`src/rtl/pwr_seq_pkg.sv`:
```
package pwr_seq_pkg;
  localparam int NREG = 3;
  localparam int CODE_W = 2;
  localparam logic [7:0] ADDR_CTRL = 8'h03;
  localparam logic [7:0] ADDR_OPC  = 8'h04;
  localparam logic [1:0] SLOT_EMPTY = 2'd3;

  typedef enum logic [2:0] {
    ST_IDLE, ST_START, ST_ENABLE, ST_PGWAIT, ST_GAP, ST_DONE
  } seq_st_t;

  function automatic logic [1:0] slot_code(input logic [2*NREG-1:0] order,
                                           input logic [1:0] slot);
    logic [1:0] c;
    case (slot)
      2'd0:    c = order[1:0];
      2'd1:    c = order[3:2];
      default: c = order[5:4];
    endcase
    return c;
  endfunction

  function automatic logic release_ok(input logic [NREG-1:0] pg,
                                      input logic [NREG-1:0] mask);
    return &(pg | mask);
  endfunction

  function automatic logic [7:0] ctrl_word(input logic [NREG-1:0] en,
                                           input logic start_bit,
                                           input logic busy);
    return {en[0], en[1], en[2], start_bit, 3'b000, busy};
  endfunction

  function automatic logic [7:0] opc_word(input logic [NREG-1:0] mask);
    return {4'b0000, mask[0], mask[1], mask[2], 1'b0};
  endfunction
endpackage

```
`src/rtl/pwr_seq_sync.sv`:
```
module pwr_seq_sync #(
  parameter int W = 3
) (
  input  logic         clk,
  input  logic         rst_n,
  input  logic [W-1:0] d_in,
  output logic [W-1:0] d_out
);
  for (genvar i = 0; i < W; i++) begin : g_bit
    logic s1, s2;
    always_ff @(posedge clk or negedge rst_n) begin
      if (!rst_n) begin
        s1 <= 1'b0;
        s2 <= 1'b0;
      end else begin
        s1 <= d_in[i];
        s2 <= s1;
      end
    end
    assign d_out[i] = s2;
  end
endmodule

```
`src/rtl/pwr_seq_regs.sv`:
```
module pwr_seq_regs
  import pwr_seq_pkg::*;
(
  input  logic            clk,
  input  logic            rst_n,
  input  logic            en_pin,
  input  logic            reg_wr,
  input  logic [7:0]      reg_addr,
  input  logic [7:0]      reg_wdata,
  input  logic [NREG-1:0] en_state,
  input  logic            busy,
  input  logic [NREG-1:0] fuse_mask,
  output logic            start_evt,
  output logic            abort_evt,
  output logic            manual_evt,
  output logic [NREG-1:0] manual_val,
  output logic [NREG-1:0] mask_eff,
  output logic [7:0]      reg_rdata
);
  logic            en_q, start_bit, ovr_seen;
  logic [NREG-1:0] mask_reg;
  logic            wr_ctrl, wr_opc, pin_rise, pin_fall;

  assign wr_ctrl    = reg_wr && (reg_addr == ADDR_CTRL);
  assign wr_opc     = reg_wr && (reg_addr == ADDR_OPC);
  assign pin_rise   = en_pin && !en_q;
  assign pin_fall   = !en_pin && en_q;
  assign abort_evt  = pin_fall;
  assign manual_evt = wr_ctrl && !reg_wdata[4];
  assign manual_val = {reg_wdata[5], reg_wdata[6], reg_wdata[7]};
  assign start_evt  = pin_rise || (wr_ctrl && reg_wdata[4] && !start_bit);
  assign mask_eff   = ovr_seen ? mask_reg : fuse_mask;

  always_ff @(posedge clk or negedge rst_n) begin
    if (!rst_n) begin
      en_q      <= 1'b0;
      start_bit <= 1'b0;
      ovr_seen  <= 1'b0;
      mask_reg  <= '0;
    end else begin
      en_q <= en_pin;
      if (abort_evt || manual_evt)
        start_bit <= 1'b0;
      else if (wr_ctrl && reg_wdata[4])
        start_bit <= 1'b1;
      if (wr_opc) begin
        ovr_seen <= 1'b1;
        mask_reg <= {reg_wdata[1], reg_wdata[2], reg_wdata[3]};
      end
    end
  end

  always_comb begin
    case (reg_addr)
      ADDR_CTRL: reg_rdata = ctrl_word(en_state, start_bit, busy);
      ADDR_OPC:  reg_rdata = opc_word(mask_eff);
      default:   reg_rdata = 8'h00;
    endcase
  end
endmodule

```
`src/rtl/pwr_seq_fsm.sv`:
```
module pwr_seq_fsm
  import pwr_seq_pkg::*;
#(
  parameter int STARTUP_TICKS = 5,
  parameter int GAP1_TICKS    = 2,
  parameter int GAP2_TICKS    = 3
) (
  input  logic              clk,
  input  logic              rst_n,
  input  logic              start_evt,
  input  logic              abort_evt,
  input  logic              manual_evt,
  input  logic [NREG-1:0]   manual_val,
  input  logic              ms_tick,
  input  logic [NREG-1:0]   pg_s,
  input  logic [2*NREG-1:0] order,
  input  logic [NREG-1:0]   unused,
  output logic [NREG-1:0]   en,
  output logic              busy
);
  localparam int MAXG  = (GAP1_TICKS > GAP2_TICKS) ? GAP1_TICKS : GAP2_TICKS;
  localparam int MAXT  = (STARTUP_TICKS > MAXG) ? STARTUP_TICKS : MAXG;
  localparam int CW    = $clog2(MAXT + 1);

  seq_st_t       state;
  logic [1:0]    slot, code;
  logic [CW-1:0] cnt, limit;
  logic          slot_skip, last_slot, limit_hit;

  function automatic logic [CW-1:0] gap_last(input logic [1:0] s);
    return (s == 2'd0) ? CW'(GAP1_TICKS - 1) : CW'(GAP2_TICKS - 1);
  endfunction

  assign code      = slot_code(order, slot);
  assign slot_skip = (code == SLOT_EMPTY) ? 1'b1 : unused[code];
  assign last_slot = (slot == 2'd2);
  assign limit     = (state == ST_START) ? CW'(STARTUP_TICKS - 1) : gap_last(slot);
  assign limit_hit = ms_tick && (cnt == limit);
  assign busy      = (state != ST_IDLE) && (state != ST_DONE);

  always_ff @(posedge clk or negedge rst_n) begin
    if (!rst_n) begin
      state <= ST_IDLE;
      en    <= '0;
      slot  <= 2'd0;
      cnt   <= '0;
    end else if (abort_evt) begin
      state <= ST_IDLE;
      en    <= '0;
    end else if (manual_evt) begin
      state <= ST_IDLE;
      en    <= manual_val;
    end else if (start_evt) begin
      state <= ST_START;
      en    <= '0;
      slot  <= 2'd0;
      cnt   <= '0;
    end else begin
      case (state)
        ST_START, ST_GAP: begin
          if (limit_hit) begin
            cnt   <= '0;
            state <= ST_ENABLE;
            if (state == ST_GAP) slot <= slot + 2'd1;
          end else if (ms_tick) begin
            cnt <= cnt + CW'(1);
          end
        end
        ST_ENABLE: begin
          if (slot_skip) begin
            if (last_slot) state <= ST_DONE;
            else           slot  <= slot + 2'd1;
          end else begin
            en[code] <= 1'b1;
            state    <= ST_PGWAIT;
          end
        end
        ST_PGWAIT: begin
          if (pg_s[code]) begin
            cnt   <= '0;
            state <= last_slot ? ST_DONE : ST_GAP;
          end
        end
        default: ;
      endcase
    end
  end
endmodule

```
`src/rtl/pwr_seq_ctrl.sv`:
```
module pwr_seq_ctrl
  import pwr_seq_pkg::*;
#(
  parameter int STARTUP_TICKS = 5,
  parameter int GAP1_TICKS    = 2,
  parameter int GAP2_TICKS    = 3
) (
  input  logic       clk,
  input  logic       rst_n,
  input  logic       en_pin,
  input  logic       ms_tick,
  input  logic [2:0] pg_in,
  input  logic [5:0] fuse_order,
  input  logic [2:0] fuse_unused,
  input  logic [2:0] fuse_mask,
  input  logic       reg_wr,
  input  logic [7:0] reg_addr,
  input  logic [7:0] reg_wdata,
  output logic [7:0] reg_rdata,
  output logic [2:0] reg_en,
  output logic       shdn_n
);
  logic [NREG-1:0] pg_s, manual_val, mask_eff;
  logic            start_evt, abort_evt, manual_evt, busy;

  pwr_seq_sync #(.W(NREG)) u_sync (
    .clk(clk), .rst_n(rst_n), .d_in(pg_in), .d_out(pg_s)
  );

  pwr_seq_regs u_regs (
    .clk(clk), .rst_n(rst_n), .en_pin(en_pin),
    .reg_wr(reg_wr), .reg_addr(reg_addr), .reg_wdata(reg_wdata),
    .en_state(reg_en), .busy(busy), .fuse_mask(fuse_mask),
    .start_evt(start_evt), .abort_evt(abort_evt), .manual_evt(manual_evt),
    .manual_val(manual_val), .mask_eff(mask_eff), .reg_rdata(reg_rdata)
  );

  pwr_seq_fsm #(
    .STARTUP_TICKS(STARTUP_TICKS), .GAP1_TICKS(GAP1_TICKS), .GAP2_TICKS(GAP2_TICKS)
  ) u_fsm (
    .clk(clk), .rst_n(rst_n), .start_evt(start_evt), .abort_evt(abort_evt),
    .manual_evt(manual_evt), .manual_val(manual_val), .ms_tick(ms_tick),
    .pg_s(pg_s), .order(fuse_order), .unused(fuse_unused),
    .en(reg_en), .busy(busy)
  );

  assign shdn_n = release_ok(pg_s, mask_eff);
endmodule

```
`config.mk`:
```
export PLATFORM = sky130hd
export DESIGN_NAME = pwr_seq_ctrl
export DESIGN_NICKNAME = d
export VERILOG_FILES = /design/src/rtl/pwr_seq_pkg.sv /design/src/rtl/pwr_seq_sync.sv /design/src/rtl/pwr_seq_regs.sv /design/src/rtl/pwr_seq_fsm.sv /design/src/rtl/pwr_seq_ctrl.sv
export SDC_FILE = /design/constraint.sdc
export NUM_CORES = 1
export LEC_CHECK = 0
export BUFFER_PORTS_ARGS = -buffer_cell sky130_fd_sc_hd__buf_2
export CAP_MARGIN = 20
export CORE_UTILIZATION = 43
export CTS_BUF_LIST = sky130_fd_sc_hd__clkbuf_4 sky130_fd_sc_hd__clkbuf_8
export DETAILED_ROUTE_END_ITERATION = 10
export PLACE_DENSITY = 0.72
export SLEW_MARGIN = 25
export SYNTH_ARGS = -nofsm -noshare
export SYNTH_HDL_FRONTEND = slang
export SYNTH_SLANG_ARGS = --single-unit
export TNS_END_PERCENT = 10
```
`constraint.sdc`:
```
create_clock -name clk -period 3.05 [get_ports clk]
set_input_delay 0.1525 -clock clk [delete_from_list [all_inputs] [get_ports clk]]
set_output_delay 0.1525 -clock clk [all_outputs]
set_load 0.02 [all_outputs]
```
==> results.json, run 1 <==
{
  "port_buffers": 46,
  "seq_area_um2": 576,
  "report.final.slew_viol_count": 0,
  "p_clk_share_pct": 10.0,
  "worst_pin_slew_ps": 770,
  "p_seq_share_pct": 30.8,
  "row_count": 21,
  "relSlewSlack_pct": 48.3,
  "grt_max_degree": 24,
  "cts-buffers-inserted": 3,
  "max_cap_viol_count": 0,
  "clock_skew_ps": 2.78,
  "ys_ff_latch": 23,
  "cts_buffer_depth": 2,
  "drc_errors": 0,
  "netSwitchingFraction_pct": 45.4,
  "io_pins": 48,
  "synth_edf_count": 0,
  "vias_per_cell": 5.53,
  "cp.required_ps": 3300,
  "synth.top_cells.by_area": "dfrtp_1 (37%), nand2b_1 (4.4%), nor2_1 (4.1%), ha_1 (4.0%), mux2i_1 (3.2%)",
  "synth_ff_type": "dfrtp_1",
  "fin_tns_setup_ps": 0,
  "synth_cell_types": 51,
  "synth_commonest_cells": "dfrtp_1 (23), nor2_1 (17), nand2b_1 (11)",
  "drt.antenna.violating_nets": 0,
  "min_period_ps": 2600,
  "dp_hpwl_mm": 2.89,
  "power.internal_w": 0.000809,
  "holdCritPathClass": "in2reg",
  "ctsRootBufferMaster": "clkbuf_4",
  "cp_max_fo": 7,
  "area_growth_pct": 22.7,
  "die_w_um": 62.5,
  "cp.arrival_ps": 2860,
  "syn_nets": 211,
  "cts_hold_buffers": 5,
  "fillCellCount": 341,
  "clock_sinks": 23,
  "syn_inst": 170,
  "power_density_nw_per_um2": 767,
  "design_power_total_w": 0.00148,
  "clkLatencyLatePin_ps": 320,
  "p_leak_nw": 0.893,
  "wl_mm": 3.73,
  "htree_levels": 1,
  "synth_warnings": 0,
  "r2r_slack_ps": 450,
  "die_h_um": 62.5,
  "drive_gt1_share_pct": 28.8,
  "worstReg2RegStart": "u_fsm.slot[0]",
  "async_reset_ff_share_pct": 100,
  "core_area_um2": 3420,
  "diodes": 0,
  "cts.clk_slew.worst_paths_ps": 140,
  "crit_chain": "inv_1 -> ha_1 -> and3_4 -> o32a_4 -> mux2i_1 -> o2111a_1 -> or4_1 -> a31oi_1",
  "rsz0062_at_grt": "false",
  "initial_core_util_pct": 46.1,
  "fmax_mhz": 384,
  "start_kind": "flop",
  "first_global_vias": 1426,
  "cts_setup_buffers": 0,
  "netlist.area_leader.share_pct": 36.6,
  "wire_per_inst_um": 13.9,
  "netlist_area_um2": 1570,
  "slowest_stage": "or4_1",
  "postSynthAreaPerCell_um2": 9.26,
  "critical_path_class": "reg2reg",
  "grt_first_pass_wirelength_mm": 6.47,
  "cts_tree": "done",
  "hold_path_depth": 3,
  "yosysMostFrequentCell": "dfrtp_1",
  "initialDrtViolationCount": 61,
  "switching_power_w": 0.000672,
  "nNetsFinal": 264,
  "reg2regPathDepth": 8,
  "yosysTopAreaCell": "dfrtp_1",
  "grt_usage_pct": 20.6,
  "antenna_found_initial": 0,
  "comb_power_share_pct": 59.2,
  "hold_viol": 0,
  "finalCritPeriodShare_pct": 85.4,
  "r2r-end": "u_fsm.state[0]",
  "grt-ovfl-total": 0,
  "setup_violations": 0,
  "multi_input_area_um2": 960,
  "cts_resized": 0,
  "ir_worst_vdd_mv": 0.371,
  "hold_end": "u_fsm.en[1]",
  "synth_seq_area_share_pct": 36.6,
  "first_pass_iters": 4,
  "place.gp.congestion": 0.863,
  "vias": 1483,
  "hold_start": "reg_wdata[6]",
  "dieArea_um2": 3910,
  "end_kind": "flop",
  "max_stage_delay_ps": 510,
  "run_status": "complete, no violations"
}
power by group through the flow:
stage,registers (W),logic [W],clock network [W]
2_1_floorplan,0.000420,0.000728,0
3_3_place_gp,0.000460,0.000854,0
3_5_place_dp,0.000461,0.000868,0
4_1_cts,0.000455,0.000878,0.000151
5_1_grt,0.000470,0.000979,0.000164
6_report,0.000457,0.000877,0.000148
cell type report:
| type | instances | area share (%) |
|---|---|---|
| inverters | 6 | 1.17 |
| flip-flops and latches | 23 | 29.8 |
| repair buffers | 52 | 14.9 |
| clock inverters | 1 | 0.259 |
| clock buffers | 3 | 1.17 |
| well taps | 46 | 2.98 |
| multi-input cells | 137 | 49.7 |
how the worst max path moves through the flow:
stage | endpoint | from | slack [ps]
global placement | u_fsm.state[0] | u_fsm.slot[0] | 510
CTS | u_fsm.state[0] | u_fsm.slot[0] | 440
global route | u_fsm.state[0] | u_fsm.slot[0] | 260
floorplan | u_fsm.state[0] | u_fsm.slot[0] | 710
finish | u_fsm.state[0] | u_fsm.slot[0] | 450
detailed placement | u_fsm.state[0] | u_fsm.slot[0] | 470
worst max-delay path: cells and delay by family, from the launching register on:
kind	cells	cell delay (ps)
flip-flops	1	370
AND/OR/NAND/NOR	2	730
AO/OA/AOI/OAI	3	890
adder cells (fa/ha/maj)	1	300
buffers and inverters	1	100
multiplexers	1	150
placed cells by master (no fill, tap or decap), drive strengths merged, types with 2 or more instances in the layout:
master / instances
a2bb2oi: 2
o31ai: 2
or4: 3
nor2b: 8
dlygate4sd3: 5
dfrtp: 23
ha: 5
clkbuf: 3
o21bai: 2
inv: 6
nand3b: 2
nand3: 7
o311ai: 2
nand2b: 11
and3: 2
mux2i: 5
and2: 7
nand2: 9
mux2: 3
a211oi: 3
a21oi: 6
o211ai: 2
nor4: 4
nor2: 17
a31oi: 6
nor3: 4
nand4: 3
buf: 47
o21ai: 5
through the flow:
step           std cells  cell area, µm²  worst slack, ps  util, %  hold slack (ps)
5_1_grt              268            1930              261     56.5             45.1
4_1_cts              268            1930              437     56.5             48.8
2_1_floorplan        170            1570              709        -             -143
3_3_place_gp         259            1850              509     54.2              153
3_5_place_dp         259            1850              471     54.2              159
6_report             268            1930              446     56.5             50.8
routing by layer:
metal | vias up | GRT usage (%) | share of wire [%] | wire length (µm)
met3 | 9 | 3.47 | 6.2 | 230
met4 | 0 | 5.81 | 1.7 | 65
met5 | - | 0 | 0 | 0
met2 | 54 | 32.2 | 46 | 1700
li1 | 740 | - | - | -
met1 | 680 | 29.1 | 47 | 1730
cells by family after synthesis:
| family | Yosys count | share of synthesized area [%] |
|---|---|---|
| fa+ha+maj | 5 | 3.97 |
| compound gates | 42 | 21.7 |
| xor+xnor | 2 | 1.11 |
| flops | 23 | 36.6 |
| buf+inv | 10 | 2.46 |
| mux | 8 | 5.33 |
| simple gates | 80 | 28.9 |
No activity file was read; power rests on OpenSTA's default activity.
==> run 2, diff against run 1 <==
--- a/config.mk
+++ b/config.mk
@@ -7,6 +7,7 @@
 export LEC_CHECK = 0
 export BUFFER_PORTS_ARGS = -buffer_cell sky130_fd_sc_hd__buf_2
 export CAP_MARGIN = 20
+export CORE_ASPECT_RATIO = 0.7
 export CORE_UTILIZATION = 43
 export CTS_BUF_LIST = sky130_fd_sc_hd__clkbuf_4 sky130_fd_sc_hd__clkbuf_8
 export DETAILED_ROUTE_END_ITERATION = 10
==> run 2 against run 1 <==
Compared with the run above: wire length about the same; first-iteration DRC count up 74%; core utilization up 2.0 points; global-route usage down 0.39 points; critical path depth unchanged; die area up 0.11%; worst hold slack worse by 39 ps; critical path type unchanged; critical endpoint unchanged.
==> results.json, run 2 (synthesized netlist as in run 1, its figures left out) <==
{
  "p_seq_share_pct": 29.7,
  "wl_mm": 3.73,
  "critPathBufInv": 1,
  "run_status": "complete, no violations",
  "core_area_um2": 3320,
  "first_global_vias": 1305,
  "timing.hold.ws_ps": 12.2,
  "holdCritPathClass": "in2reg",
  "clkLatencyLatePin_ps": 270,
  "clock_skew_ps": 5.57,
  "grt_first_pass_wirelength_mm": 5.83,
  "initial_core_util_pct": 47.4,
  "htree_levels": 1,
  "die_w_um": 74.3,
  "drc_errors": 0,
  "start_kind": "flop",
  "min_period_ps": 2540,
  "relSlewSlack_pct": 47.3,
  "io_pins": 48,
  "first_pass_iters": 4,
  "initialDrtViolationCount": 106,
  "port_buffers": 46,
  "hold_viol": 0,
  "comb_power_share_pct": 57.3,
  "cts_setup_buffers": 0,
  "multi_input_area_um2": 960,
  "netSwitchingFraction_pct": 44.7,
  "end_kind": "flop",
  "rsz0062_at_grt": "false",
  "grt-ovfl-total": 0,
  "critical_path_class": "reg2reg",
  "ir_worst_vdd_mv": 0.380,
  "dp_hpwl_mm": 2.93,
  "max_stage_delay_ps": 490,
  "cp.arrival_ps": 2740,
  "cp.required_ps": 3250,
  "layout_common_cells": "buf_2 (46), dfrtp_1 (23), nor2_1 (17)",
  "vias": 1469,
  "setup_violations": 0,
  "max_cap_viol_count": 0,
  "wire_per_inst_um": 13.9,
  "fin_tns_setup_ps": 0,
  "die_h_um": 52.6,
  "power_density_nw_per_um2": 793,
  "grt_max_degree": 24,
  "antenna_found_initial": 0,
  "seq_area_um2": 576,
  "cts_tree": "done",
  "power.internal_w": 0.000852,
  "ctsRootBufferMaster": "clkbuf_8",
  "drt.antenna.violating_nets": 0,
  "drive_gt1_share_pct": 29.0,
  "fmax_mhz": 393,
  "place.gp.congestion": 0.821,
  "dieArea_um2": 3910,
  "cts_buffer_depth": 2,
  "slowest_stage": "or4_1",
  "nNetsFinal": 263,
  "finalCritPeriodShare_pct": 83.4,
  "cts-buffers-inserted": 3,
  "grt_usage_pct": 20.2,
  "switching_power_w": 0.000689,
  "row_count": 17,
  "final_common_cell": "buf_2",
  "p_clk_share_pct": 13.0,
  "cp_max_fo": 7,
  "crit_chain": "inv_1 -> ha_1 -> and3_4 -> o32a_4 -> mux2i_1 -> o2111a_1 -> or4_1 -> a31oi_1",
  "area_growth_pct": 23.4,
  "report.final.slew_viol_count": 0,
  "cts.clk_slew.worst_paths_ps": 90,
  "diodes": 0,
  "p_leak_nw": 0.893,
  "crit_family": "compound AO/OA/AOI/OAI gates",
  "fillCellCount": 295,
  "clock_sinks": 23,
  "vias_per_cell": 5.48,
  "worst_pin_slew_ps": 785
}
-- run 2: worst register-to-register path: stages, from the launching register on --
cell,delay (ps)
dfrtp_1,350
inv_1,90
ha_1,280
and3_4,220
o32a_4,380
mux2i_1,160
o2111a_1,340
or4_1,490
a31oi_1,160
-- run 2: repair_timing --
item / CTS / global route
endpoints found under the hold margin: 26 / 0
hold buffers: 4 / 0
gates resized for setup: 0 / 0
-- run 2: stage by stage --
step	instances	util, %	power, W	cell area, µm²	worst slack [ps]
6_report	268	58.6	0.00154	1940	507
5_1_grt	268	58.6	0.00165	1940	362
4_1_cts	268	58.6	0.00154	1940	506
3_5_place_dp	260	55.9	0.00133	1850	526
3_3_place_gp	260	55.9	0.00132	1850	546
2_1_floorplan	170	-	0.00115	1570	709
-- run 2: worst paths after layout --
check / from / slack (ps) / cells after the start / endpoint
worst max-delay path: u_fsm.slot[0] / 510 / 8 / u_fsm.state[0]
worst min-delay path: en_pin / 10 / 1 / u_regs.en_q
worst max register to register: u_fsm.slot[0] / 510 / 8 / u_fsm.state[0]
worst min register to register: u_sync.g_bit[2].s1 / 350 / 0 / u_sync.g_bit[2].s2
max in group asynchronous: rst_n / 2310 / 2 / u_fsm.slot[0]
min in group asynchronous: rst_n / 380 / 2 / u_fsm.cnt[2]
-- run 2: per-layer routing --
metal  GRT usage [%]  up-vias  part of all wire [%]
met5               0        -                     0
met4            3.46        0                  0.40
met3            5.00        4                   4.9
met2            31.4       45                    45
met1            28.6      683                    50
li1                -      737                     -
-- run 2: layout make-up --
cell class,count,area share [%]
Timing Repair Buffer,51,14.3
Sequential cell,23,29.6
Inverter,6,1.16
Multi-Input combinational cell,137,49.4
Tap cell,47,3.03
Clock inverter,1,0.386
Clock buffer,3,2.12
-- run 2: power by group through the flow --
stage | sequential, W | combinational, W | clock [W]
after floorplan | 0.000420 | 0.000728 | 0
after global placement | 0.000463 | 0.000852 | 0
after detailed placement | 0.000461 | 0.000870 | 0
after CTS | 0.000456 | 0.000877 | 0.000205
after global routing | 0.000470 | 0.000962 | 0.000217
final | 0.000458 | 0.000883 | 0.000200
==> run 3, diff against run 2 <==
--- a/config.mk
+++ b/config.mk
@@ -5,13 +5,14 @@
 export SDC_FILE = /design/constraint.sdc
 export NUM_CORES = 1
 export LEC_CHECK = 0
+export ABC_AREA = 1
 export BUFFER_PORTS_ARGS = -buffer_cell sky130_fd_sc_hd__buf_2
 export CAP_MARGIN = 20
 export CORE_ASPECT_RATIO = 0.7
 export CORE_UTILIZATION = 43
 export CTS_BUF_LIST = sky130_fd_sc_hd__clkbuf_4 sky130_fd_sc_hd__clkbuf_8
 export DETAILED_ROUTE_END_ITERATION = 10
-export PLACE_DENSITY = 0.72
+export PLACE_DENSITY = 0.74
 export SLEW_MARGIN = 25
 export SYNTH_ARGS = -nofsm -noshare
 export SYNTH_HDL_FRONTEND = slang
==> constraint.sdc (replaced) <==
create_clock -name clk -period 2.15 [get_ports clk]
set_input_delay 0.1075 -clock clk [delete_from_list [all_inputs] [get_ports clk]]
set_output_delay 0.1075 -clock clk [all_outputs]
set_load 0.02 [all_outputs]
==> run 3 against run 2 <==
Compared with the run above: setup slack worse by 310 ps; flip-flop and latch count unchanged; clock skew up 2.9 ps; critical path depth up 3; critical endpoint is now u_fsm.state[1]; via count up 11%; cell count up 25%; area after synthesis up 2.5%; highest routed layer unchanged; register-to-register slack worse by 310 ps; clock power up 38%.
==> results.json, run 3 <==
{
  "port_buffers": 46,
  "hold_path_depth": 3,
  "critical_path_class": "reg2reg",
  "area_growth_pct": 24.6,
  "report.final.slew_viol_count": 0,
  "hold_start": "reg_wdata[2]",
  "met2_usage_pct": 32.4,
  "synth_commonest_cells": "nand2_1 (64), inv_1 (36), dfrtp_1 (23)",
  "cts-buffers-inserted": 3,
  "grt_first_pass_wirelength_mm": 5.99,
  "clock_skew_ps": 8.50,
  "first_global_vias": 1440,
  "max_stage_delay_ps": 410,
  "end_kind": "flop",
  "drt.antenna.violating_nets": 0,
  "initial_core_util_pct": 45.4,
  "yosysMostFrequentCell": "nand2_1",
  "fin_tns_setup_ps": 0,
  "start_kind": "flop",
  "use_met3_pct": 4.38,
  "synth.top_cells.by_area": "dfrtp_1 (36%), nand2_1 (15%), inv_1 (8.4%), nand3_1 (5.6%), nor2_1 (4.7%)",
  "cp.arrival_ps": 2150,
  "cp.required_ps": 2360,
  "die_w_um": 75.2,
  "synth_cell_types": 28,
  "worstReg2RegStart": "u_fsm.slot[0]",
  "power_density_nw_per_um2": 1090,
  "diodes": 0,
  "wl_mm": 3.62,
  "use_met1_pct": 27.5,
  "antenna_found_initial": 0,
  "stdcell_area_um2": 2010,
  "setup_slack_ps": 201,
  "nNetsFinal": 328,
  "htree_levels": 1,
  "syn_inst": 231,
  "finalCritPeriodShare_pct": 90.6,
  "drive_gt1_share_pct": 29.7,
  "rsz0062_at_grt": "false",
  "max_cap_viol_count": 0,
  "row_count": 18,
  "worst_pin_slew_ps": 505,
  "synth_seq_area_share_pct": 35.7,
  "run_status": "complete, no violations",
  "cts_tree": "done",
  "layout_common_cells": "nand2_1 (63), buf_2 (46), inv_1 (36)",
  "io_pins": 48,
  "place.gp.congestion": 0.892,
  "slowest_stage": "dfrtp_1",
  "netlist_area_um2": 1610,
  "synth_warnings": 0,
  "core_area_um2": 3560,
  "holdCritPathClass": "in2reg",
  "syn_nets": 272,
  "crit_family": "simple AND/OR/NAND/NOR gates",
  "first_pass_iters": 4,
  "setup_violations": 0,
  "cp_max_fo": 6,
  "clock_sinks": 23,
  "final_common_cell": "nand2_1",
  "min_period_ps": 1950,
  "crit_chain": "inv_1 -> ha_1 -> nor2_2 -> nand2_1 -> nand2_2 -> nand3_1 -> nand4_2 -> nand3_2 -> nand2_2 -> nand2_1 -> nand2_1",
  "p_leak_nw": 1.13,
  "drc_errors": 0,
  "cts.clk_slew.worst_paths_ps": 90,
  "ctsRootBufferMaster": "clkbuf_8",
  "place_area_um2": 1910,
  "netlist.area_leader.share_pct": 35.7,
  "synth_edf_count": 0,
  "dieArea_um2": 4010,
  "ir_worst_vdd_mv": 0.463,
  "reg2regPathDepth": 11,
  "cts_buffer_depth": 2,
  "hold_end": "u_regs.mask_reg[1]",
  "critPathBufInv": 1,
  "fmax_mhz": 513,
  "grt-ovfl-total": 0,
  "clkLatencyLatePin_ps": 270,
  "hold_viol": 0,
  "dp_hpwl_mm": 2.81,
  "busiest_layer": "met2",
  "grt_usage_pct": 20.0,
  "postSynthAreaPerCell_um2": 6.99,
  "yosysTopAreaCell": "dfrtp_1",
  "relSlewSlack_pct": 66.4,
  "vias": 1629,
  "r2r_slack_ps": 200,
  "die_h_um": 53.3,
  "cp_common_cell": "nand2_1",
  "preCtsSetupSlack_ps": 221,
  "vias_per_cell": 4.85,
  "wire_per_inst_um": 10.8,
  "grt_max_degree": 24,
  "r2r-end": "u_fsm.state[1]",
  "ys_ff_latch": 23,
  "fillCellCount": 347,
  "initialDrtViolationCount": 99,
  "async_reset_ff_share_pct": 100,
  "design_power_total_w": 0.00219,
  "synth_ff_type": "dfrtp_1"
}
-- run 3: cell types whose count changed after synthesis, sizes merged, moves of 10 or more --
cell    change
nand2      +62
inv        +36
nand3      +18
nand2b     -11
o21ai      +11
nor2       +10
-- run 3: per-stage QoR --
| step | hold WS, ps | utilization, % | instances |
|---|---|---|---|
| after floorplan | -188 | - | 231 |
| after global placement | 109 | 53.6 | 327 |
| after detailed placement | 110 | 53.6 | 327 |
| after CTS | 30.4 | 56.4 | 336 |
| after global routing | 59.2 | 56.5 | 336 |
| final | 33.2 | 56.5 | 336 |
-- run 3: worst max path at each step --
| stage | startpoint | endpoint | slack [ps] | cells after the start |
|---|---|---|---|---|
| finish | u_fsm.slot[0] | u_fsm.state[1] | 200 | 11 |
| detailed placement | u_fsm.slot[0] | u_fsm.slot[0] | 220 | 13 |
| global placement | u_fsm.slot[0] | u_fsm.state[0] | 260 | 15 |
| CTS | u_fsm.slot[0] | u_fsm.state[1] | 160 | 15 |
| global route | u_fsm.slot[0] | u_fsm.slot[0] | 10 | 12 |
| floorplan | u_fsm.slot[0] | u_fsm.slot[0] | 500 | 12 |
-- run 3: repair_timing --
item | CTS | global route
hold buffers | 5 | 0
resized for setup | 0 | 2
hold endpoints to repair | 27 | 0
setup endpoints to repair | 0 | 7
setup buffers | 0 | 0
-- run 3: logic make-up after synthesis --
| kind of cell | count (synthesis) | share of synthesized area [%] |
|---|---|---|
| AO/OA/AOI/OAI | 25 | 8.84 |
| XOR/XNOR | 1 | 0.543 |
| adder cells (fa/ha/maj) | 5 | 3.88 |
| buffers and inverters | 42 | 9.77 |
| flip-flops | 23 | 35.7 |
| AND/OR/NAND/NOR | 135 | 41.3 |
-- run 3: worst reg2reg max path: stages (launching register included) --
cell and delay (ps):
dfrtp_1 410, inv_1 100, ha_1 250, nor2_2 170, nand2_1 120, nand2_2 150
nand3_1 150, nand4_2 150, nand3_2 130, nand2_2 120, nand2_1 70, nand2_1 70
-- run 3: layout make-up --
type,instances,area [µm²],area share (%)
Tap cell,50,62.6,3.11
Clock inverter,1,7.51,0.373
Inverter,42,158,7.84
Clock buffer,3,41.3,2.05
Multi-Input combinational cell,166,886,44.1
Sequential cell,23,576,28.6
Timing Repair Buffer,51,280,13.9
-- run 3: routing by layer --
| layer | vias up | share of wire, % | routed length (µm) |
|---|---|---|---|
| li1 | 837 | - | - |
| met1 | 723 | 49 | 1790 |
| met2 | 66 | 43 | 1570 |
| met3 | 3 | 6.8 | 245 |
| met4 | 0 | 0.36 | 13 |
| met5 | - | 0 | 0 |
-- run 3: power by group --
group | internal (W) | total (W) | switching (W)
sequential | 0.000533 | 0.000630 | 0.0000978
clock | 0.000131 | 0.000276 | 0.000145
combinational | 0.000459 | 0.00129 | 0.000828
